==> config.mk <==
export PLATFORM = sky130hd
export DESIGN_NAME = ipi_dest_resolver
export DESIGN_NICKNAME = d
export VERILOG_FILES = /design/src/rtl/ipi_pkg.sv /design/src/rtl/ipi_logical_match.sv /design/src/rtl/ipi_target_resolve.sv /design/src/rtl/ipi_startup_fsm.sv /design/src/rtl/ipi_dest_resolver.sv
export SDC_FILE = /design/constraint.sdc
export NUM_CORES = 1
export LEC_CHECK = 0
export CAP_MARGIN = 30
export CORE_AREA = 2 2 83 85
export CTS_CLUSTER_SIZE = 20
export DETAILED_ROUTE_END_ITERATION = 10
export DIE_AREA = 0 0 85 87
export GPL_TIMING_DRIVEN = 0
export PLACE_DENSITY = 0.82
export SLEW_MARGIN = 20
export SYNTH_ARGS = -nofsm -noshare
export SYNTH_HDL_FRONTEND = slang
export SYNTH_SLANG_ARGS = --single-unit
==> constraint.sdc <==
create_clock -name clk -period 5.2 [get_ports clk]
set_clock_uncertainty 0.15 [all_clocks]
set_input_delay 1.04 -clock clk [delete_from_list [all_inputs] [get_ports clk]]
set_output_delay 1.04 -clock clk [all_outputs]
set_load 0.02 [all_outputs]
==> src/rtl/ipi_pkg.sv <==
package ipi_pkg;
  typedef enum logic [1:0] {
    CS_IDLE = 2'd0,
    CS_ARMED = 2'd1,
    CS_RUN = 2'd2
  } core_st_e;

  localparam logic [2:0] DM_FIXED  = 3'd0;
  localparam logic [2:0] DM_LOWEST = 3'd1;
  localparam logic [2:0] DM_INIT   = 3'd5;
  localparam logic [2:0] DM_START  = 3'd6;

  localparam logic [3:0] FMT_FLAT    = 4'h0;
  localparam logic [3:0] FMT_CLUSTER = 4'hF;
  localparam logic [7:0] DEST_EVERY  = 8'hFF;

  localparam logic [1:0] SH_NONE  = 2'd0;
  localparam logic [1:0] SH_SELF  = 2'd1;
  localparam logic [1:0] SH_ALL   = 2'd2;
  localparam logic [1:0] SH_OTHER = 2'd3;
endpackage

==> src/rtl/ipi_logical_match.sv <==
module ipi_logical_match
  import ipi_pkg::*;
#(
  parameter int NUM_CORES = 4,
  parameter int ID_W      = 8,
  parameter int FMT_W     = 4
) (
  input  logic [ID_W-1:0]            dest,
  input  logic [ID_W*NUM_CORES-1:0]  ldr_flat,
  input  logic [FMT_W*NUM_CORES-1:0] fmt_flat,
  output logic [NUM_CORES-1:0]       hit,
  output logic                       bad_fmt
);
  localparam int NIB = ID_W / 2;

  logic [NUM_CORES-1:0] bad_core;

  for (genvar i = 0; i < NUM_CORES; i++) begin : g_core
    logic [ID_W-1:0]  lid;
    logic [FMT_W-1:0] fmt;
    assign lid = ldr_flat[i*ID_W +: ID_W];
    assign fmt = fmt_flat[i*FMT_W +: FMT_W];

    always_comb begin
      hit[i]      = 1'b0;
      bad_core[i] = 1'b0;
      if (dest == DEST_EVERY) begin
        hit[i] = 1'b1;
      end else if (fmt == FMT_CLUSTER) begin
        hit[i] = (dest[ID_W-1:NIB] == lid[ID_W-1:NIB]) &&
                 (|(dest[NIB-1:0] & lid[NIB-1:0]));
      end else if (fmt == FMT_FLAT) begin
        hit[i] = |(dest & lid);
      end else begin
        bad_core[i] = 1'b1;
      end
    end
  end

  assign bad_fmt = |bad_core;
endmodule

==> src/rtl/ipi_target_resolve.sv <==
module ipi_target_resolve
  import ipi_pkg::*;
#(
  parameter int NUM_CORES = 4,
  parameter int ID_W      = 8,
  parameter int SRC_W     = (NUM_CORES > 1) ? $clog2(NUM_CORES) : 1
) (
  input  logic [1:0]           shorthand,
  input  logic                 logical,
  input  logic [ID_W-1:0]      dest,
  input  logic [SRC_W-1:0]     src,
  input  logic [NUM_CORES-1:0] log_hit,
  input  logic                 log_bad,
  output logic [NUM_CORES-1:0] mask,
  output logic                 err
);
  localparam logic [NUM_CORES-1:0] ALL_ONES = {NUM_CORES{1'b1}};
  localparam logic [NUM_CORES-1:0] ONE      = {{(NUM_CORES-1){1'b0}}, 1'b1};

  logic [NUM_CORES-1:0] src_bit;
  assign src_bit = ONE << src;

  always_comb begin
    mask = '0;
    err  = 1'b0;
    unique case (shorthand)
      SH_NONE: begin
        if (logical) begin
          mask = log_hit;
          err  = log_bad;
        end else if (int'(dest) < NUM_CORES) begin
          mask = ONE << dest;
        end else begin
          err = 1'b1;
        end
      end
      SH_SELF: begin
        if (logical) err = 1'b1;
        else         mask = src_bit;
      end
      SH_ALL:   mask = ALL_ONES;
      default:  mask = ALL_ONES & ~src_bit;
    endcase
    if (err) mask = '0;
  end

  always_comb begin
    if (shorthand == SH_OTHER) begin
      AST_OTHER_SKIPS_SRC: assert (!(|(mask & src_bit)));
    end
  end
endmodule

==> src/rtl/ipi_startup_fsm.sv <==
module ipi_startup_fsm
  import ipi_pkg::*;
(
  input  logic clk,
  input  logic rst_n,
  input  logic go,
  input  logic is_init,
  input  logic is_start,
  output logic waiting,
  output logic running,
  output logic ignored,
  output logic started
);
  core_st_e st_q;

  always_ff @(posedge clk) begin
    if (!rst_n) begin
      st_q    <= CS_IDLE;
      ignored <= 1'b0;
      started <= 1'b0;
    end else begin
      ignored <= 1'b0;
      started <= 1'b0;
      if (go && is_init) begin
        if (st_q == CS_IDLE) st_q <= CS_ARMED;
        else                 ignored <= 1'b1;
      end else if (go && is_start) begin
        if (st_q == CS_ARMED) begin
          st_q    <= CS_RUN;
          started <= 1'b1;
        end else begin
          ignored <= 1'b1;
        end
      end
    end
  end

  assign waiting = (st_q == CS_ARMED);
  assign running = (st_q == CS_RUN);

  AST_RUN_STICKY: assert property (@(posedge clk) disable iff (!rst_n)
    running |=> running);
  AST_START_FROM_ARMED: assert property (@(posedge clk) disable iff (!rst_n)
    $rose(running) |-> $past(waiting) && started);
  AST_ARM_FROM_IDLE: assert property (@(posedge clk) disable iff (!rst_n)
    $rose(waiting) |-> $past(!running));
endmodule

==> src/rtl/ipi_dest_resolver.sv <==
module ipi_dest_resolver
  import ipi_pkg::*;
#(
  parameter int NUM_CORES = 4,
  parameter int VEC_W     = 8,
  parameter int ID_W      = 8,
  parameter int FMT_W     = 4,
  parameter int SRC_W     = (NUM_CORES > 1) ? $clog2(NUM_CORES) : 1
) (
  input  logic                       clk,
  input  logic                       rst_n,
  input  logic                       cmd_valid,
  input  logic [SRC_W-1:0]           cmd_src,
  input  logic [VEC_W-1:0]           cmd_vector,
  input  logic [2:0]                 cmd_dmode,
  input  logic                       cmd_logical,
  input  logic [1:0]                 cmd_short,
  input  logic [ID_W-1:0]            cmd_dest,
  input  logic [ID_W*NUM_CORES-1:0]  core_ldr,
  input  logic [FMT_W*NUM_CORES-1:0] core_dfr,
  output logic                       res_valid,
  output logic [NUM_CORES-1:0]       accept_mask,
  output logic                       err_flag,
  output logic [NUM_CORES-1:0]       cmd_ignored,
  output logic [NUM_CORES-1:0]       start_pulse,
  output logic [VEC_W+7:0]           start_sel,
  output logic [VEC_W+11:0]          start_base,
  output logic [15:0]                start_limit,
  output logic [15:0]                start_ip,
  output logic [NUM_CORES-1:0]       core_waiting,
  output logic [NUM_CORES-1:0]       core_running
);
  logic [NUM_CORES-1:0] log_hit;
  logic                 log_bad;
  logic [NUM_CORES-1:0] tgt_mask;
  logic                 tgt_err;
  logic                 mode_bad;
  logic                 cmd_err;
  logic                 is_init;
  logic                 is_start;
  logic [VEC_W-1:0]     vec_q;

  ipi_logical_match #(.NUM_CORES(NUM_CORES), .ID_W(ID_W), .FMT_W(FMT_W)) u_match (
    .dest(cmd_dest), .ldr_flat(core_ldr), .fmt_flat(core_dfr),
    .hit(log_hit), .bad_fmt(log_bad)
  );

  ipi_target_resolve #(.NUM_CORES(NUM_CORES), .ID_W(ID_W), .SRC_W(SRC_W)) u_resolve (
    .shorthand(cmd_short), .logical(cmd_logical), .dest(cmd_dest), .src(cmd_src),
    .log_hit(log_hit), .log_bad(log_bad), .mask(tgt_mask), .err(tgt_err)
  );

  always_comb begin
    unique case (cmd_dmode)
      DM_FIXED, DM_LOWEST, DM_INIT, DM_START: mode_bad = 1'b0;
      default:                                mode_bad = 1'b1;
    endcase
  end

  assign cmd_err  = mode_bad | tgt_err;
  assign is_init  = (cmd_dmode == DM_INIT);
  assign is_start = (cmd_dmode == DM_START);

  for (genvar i = 0; i < NUM_CORES; i++) begin : g_fsm
    ipi_startup_fsm u_fsm (
      .clk(clk), .rst_n(rst_n),
      .go(cmd_valid && !cmd_err && tgt_mask[i]),
      .is_init(is_init), .is_start(is_start),
      .waiting(core_waiting[i]), .running(core_running[i]),
      .ignored(cmd_ignored[i]), .started(start_pulse[i])
    );
  end

  always_ff @(posedge clk) begin
    if (!rst_n) begin
      res_valid   <= 1'b0;
      accept_mask <= '0;
      err_flag    <= 1'b0;
      vec_q       <= '0;
    end else begin
      res_valid   <= cmd_valid;
      accept_mask <= (cmd_valid && !cmd_err) ? tgt_mask : '0;
      err_flag    <= cmd_valid && cmd_err;
      if (cmd_valid) vec_q <= cmd_vector;
    end
  end

  always_comb begin
    if (|start_pulse) begin
      start_sel   = {vec_q, 8'h00};
      start_base  = {vec_q, 12'h000};
      start_limit = 16'hFFFF;
    end else begin
      start_sel   = '0;
      start_base  = '0;
      start_limit = '0;
    end
    start_ip = '0;
  end

  AST_RESULT_PULSE: assert property (@(posedge clk) disable iff (!rst_n)
    res_valid |-> $past(cmd_valid));
  AST_IDLE_QUIET: assert property (@(posedge clk) disable iff (!rst_n)
    !res_valid |-> (accept_mask == '0) && !err_flag && (start_pulse == '0));
  AST_ERR_NO_EFFECT: assert property (@(posedge clk) disable iff (!rst_n)
    err_flag |-> (start_pulse == '0) && (cmd_ignored == '0) && $stable(core_running));
  AST_ACT_WITHIN_MASK: assert property (@(posedge clk) disable iff (!rst_n)
    ((start_pulse | cmd_ignored) & ~accept_mask) == '0);
endmodule

==> flow_metrics.env <==
export IMPL_ys_ff_latch=30
export IMPL_period_share_pct=75.4
export IMPL_hpwlAfterDp_mm=5.90
export IMPL_min_delay_path_class="flip-flop to flip-flop"
export IMPL_regArea_um2=601
export IMPL_p_sw_mw=0.178
export IMPL_nNetsFinal=555
export IMPL_dieWidth_um=85
export IMPL_max_slew_worst_pin_slew_ns=0.813
export IMPL_cts_resized=0
export IMPL_synthDistinctLibCells=41
export IMPL_finalSetupTns_ns=0
export IMPL_slew_viol_final=0
export IMPL_layout_cells_non_filler=545
export IMPL_routed_via_density=4.74
export IMPL_rows=30
export IMPL_sw_frac_of_total_pct=27.2
export IMPL_r2r_cells=2
export IMPL_place_inst=537
export IMPL_grt_pass1_vias=2469
export IMPL_critical_path_class="primary input to flip-flop"
export IMPL_ctsRootBufferMaster="clkbuf_8"
export IMPL_multi_input_area_mm2=0.00147
export IMPL_clk_path_buf_depth=2
export IMPL_grt_max_degree=17
export IMPL_clock_sink_count=30
export IMPL_cp_depth=8
export IMPL_p_leak_nw=1.83
export IMPL_max_freq_mhz=255
export IMPL_initial_core_util_pct=38.9
export IMPL_startpoint="cmd_dest[5]"
export IMPL_crit_required_ns=5.23
export IMPL_ir_drop_v=0.000101
export IMPL_rsz0062_at_grt="false"
export IMPL_cp_max_fo=6
export IMPL_worstPathCellList="clkdlybuf4s50_1 -> ha_1 -> or4_1 -> a211oi_1 -> a211oi_1 -> o41ai_1 -> nand3b_1 -> a32o_1"
export IMPL_worstPathArrival_ns=3.95
export IMPL_grt_overflow_total=0
export IMPL_wl_per_cell_um=12.4
export IMPL_gp_congestion=0.864
export IMPL_status="finished, final reports clean"
export IMPL_netlist_instances=299
export IMPL_yosysSeqAreaShare_pct=23.5
export IMPL_critical_path_max_stage_delay_ns=0.69
export IMPL_final_cell_mix="123 x clkdlybuf4s50_1, 75 x buf_4, 36 x conb_1, 31 x nor2b_1, 30 x dfxtp_1"
export IMPL_hold_viol=0
export IMPL_cts_setup_buffers=0
export IMPL_power_frac_seq_pct=36.5
export IMPL_drt_total_wl_mm=6.78
export IMPL_core_area_mm2=0.00657
export IMPL_antenna_found_initial=0
export IMPL_postRouteAntennaNets=0
export IMPL_clock_latency_ns=0.28
export IMPL_fin_area_mm2=0.00413
export IMPL_via_count=2583
export IMPL_syn_avg_cell_area_um2=8.54
export IMPL_report_power_total_mw=0.653
export IMPL_fin_ws_ns=1.28
export IMPL_powerDensity_mw_per_mm2=158
export IMPL_max_cap_violations=0
export IMPL_die_y_um=87
export IMPL_clockPowerShare_pct=34.5
export IMPL_nFillCells=568
export IMPL_cts_clk_slew_worst_paths_ns=0.06
export IMPL_n_antenna_cell=0
export IMPL_layout_commonest_cell="clkdlybuf4s50_1"
export IMPL_slowest_stage="clkdlybuf4s50_1"
export IMPL_min_from="vec_q[6]"
export IMPL_synth_area_mm2=0.00255
export IMPL_worst_path_most_repeated_cell="a211oi_1"
export IMPL_grt_pass1_wl_mm=10.9
export IMPL_first_iter_violations=147
export IMPL_endpoint_kind="flip-flop"
export IMPL_yosys_warnings=0
export IMPL_setup_viol=0
export IMPL_cts_inserted_buffers=5
export IMPL_place_ws_ns=0.986
export IMPL_dieArea_mm2=0.00740
export IMPL_grt_usage_pct=18.1
export IMPL_dpl_cell_area_mm2=0.00402
export IMPL_cts_htree_levels=2
export IMPL_combinationalPowerShare_pct=29.0
export IMPL_drive_above_1_share_pct=19.6
export IMPL_hold_buffers=0
export IMPL_period_needed_ns=3.92
export IMPL_internal_power_mw=0.476
export IMPL_holdPathStages=2
export IMPL_timing_rr_start="g_fsm[2].u_fsm.st_q[1]"
export IMPL_crit_buf_inv=1
export IMPL_cp_top_family="compound AO/OA/AOI/OAI gates"
export IMPL_cts_tree="yes"
export IMPL_max_slew_margin_pct=45.3
export IMPL_area_growth_pct=61.8
export IMPL_start_kind="primary input"
export IMPL_ios=165
export IMPL_io_buffers=123
export IMPL_dr_pass1_iters=4
export IMPL_drc=0
## power groups by stage
stage	Clock, mW	Sequential [mW]	Combinational (mW)
6_report	0.225	0.238	0.189
5_1_grt	0.242	0.239	0.206
3_3_place_gp	0	0.243	0.182
4_1_cts	0.230	0.239	0.188
3_5_place_dp	0	0.243	0.187
2_1_floorplan	0	0.245	0.102
## final timing paths
| check | slack, ns | to |
|---|---|---|
| worst max-delay path | 1.28 | g_fsm[3].u_fsm.st_q[0] |
| worst min-delay path | 0.36 | vec_q[6] |
| worst max register to register | 3.82 | g_fsm[2].u_fsm.st_q[0] |
| worst min register to register | 0.36 | vec_q[6] |
## synthesized netlist by cell type
library cell,count,area share [%]
and4_1,2,0.69
o211ai_1,2,0.59
buf_4,75,22
and3_1,5,1.2
o21a_1,2,0.59
a32o_1,3,1.2
a211oi_1,9,2.6
inv_1,6,0.88
nand3_1,4,0.78
nor4_2,1,0.49
nor3b_1,1,0.29
conb_1,1,0.15
o221ai_2,1,0.59
nand3b_1,2,0.59
buf_2,2,0.39
xnor2_1,1,0.34
a31oi_1,6,1.5
nor4_1,11,2.7
nor2_1,17,2.5
nand2_1,5,0.74
nor2b_1,31,7.6
o21ai_0,3,0.59
or4_1,7,2.1
o2bb2ai_1,1,0.34
nand2b_1,1,0.25
ha_1,16,7.8
mux2i_1,13,5.1
o22a_1,1,0.34
a22oi_1,9,2.6
o31ai_1,1,0.29
xor2_1,5,1.7
nor3_1,2,0.39
nand4_1,7,1.7
or3_1,2,0.49
clkbuf_1,6,0.88
o41ai_1,2,0.69
and2_1,1,0.25
nor3_4,2,1.3
or4_4,1,0.44
dfxtp_1,30,24
a211o_1,2,0.69
## kinds of logic (layout without fill, tap and decap cells)
kind of cell | after synthesis | after routing | share of synthesized area (%)
AO/OA/AOI/OAI | 42 | 42 | 12.6
XOR/XNOR | 6 | 6 | 2.06
adder cells (fa/ha/maj) | 16 | 16 | 7.84
buffers and inverters | 89 | 220 | 24.2
flip-flops | 30 | 30 | 23.5
multiplexers | 13 | 13 | 5.10
other | 1 | 36 | 0.147
AND/OR/NAND/NOR | 102 | 102 | 24.5
## registers in the layout (all words and copies together), names as in the netlist
name                 count
g_fsm.u_fsm.st_q         8
vec_q                    8
accept_mask              4
g_fsm.u_fsm.ignored      4
g_fsm.u_fsm.started      4
err_flag                 1
res_valid                1
## metrics by stage
stage / hold slack, ns / util (%)
after global placement: 0.339 / 61.1
after CTS: 0.365 / 62.9
final: 0.360 / 62.9
after floorplan: 0.324 / -
after global routing: 0.386 / 62.9
after detailed placement: 0.350 / 61.2
## routing by layer
metal | share of wire (%) | vias up | routed length, um | GRT usage, %
li1 | - | 1302 | - | -
met1 | 36 | 1120 | 2430 | 17.8
met2 | 54 | 143 | 3630 | 36.2
met3 | 7.8 | 18 | 526 | 3.03
met4 | 2.8 | 0 | 189 | 8.80
met5 | 0 | - | 0 | 0
## final cells by class
class,count,share of cell area [%]
inverters,6,0.545
flip-flops and latches,30,14.5
repair buffers,123,29.8
plain buffers,83,14.4
clock inverters,3,0.969
well taps,80,2.42
clock buffers,5,1.67
multi-input cells,215,35.6
## worst register-to-register path: cells and delay by family (launching register included)
family / cells / cell delay [ns]
flip-flops: 1 / 0.35
AND/OR/NAND/NOR: 1 / 0.52
AO/OA/AOI/OAI: 1 / 0.26
Power figures use the tool's default switching activity.
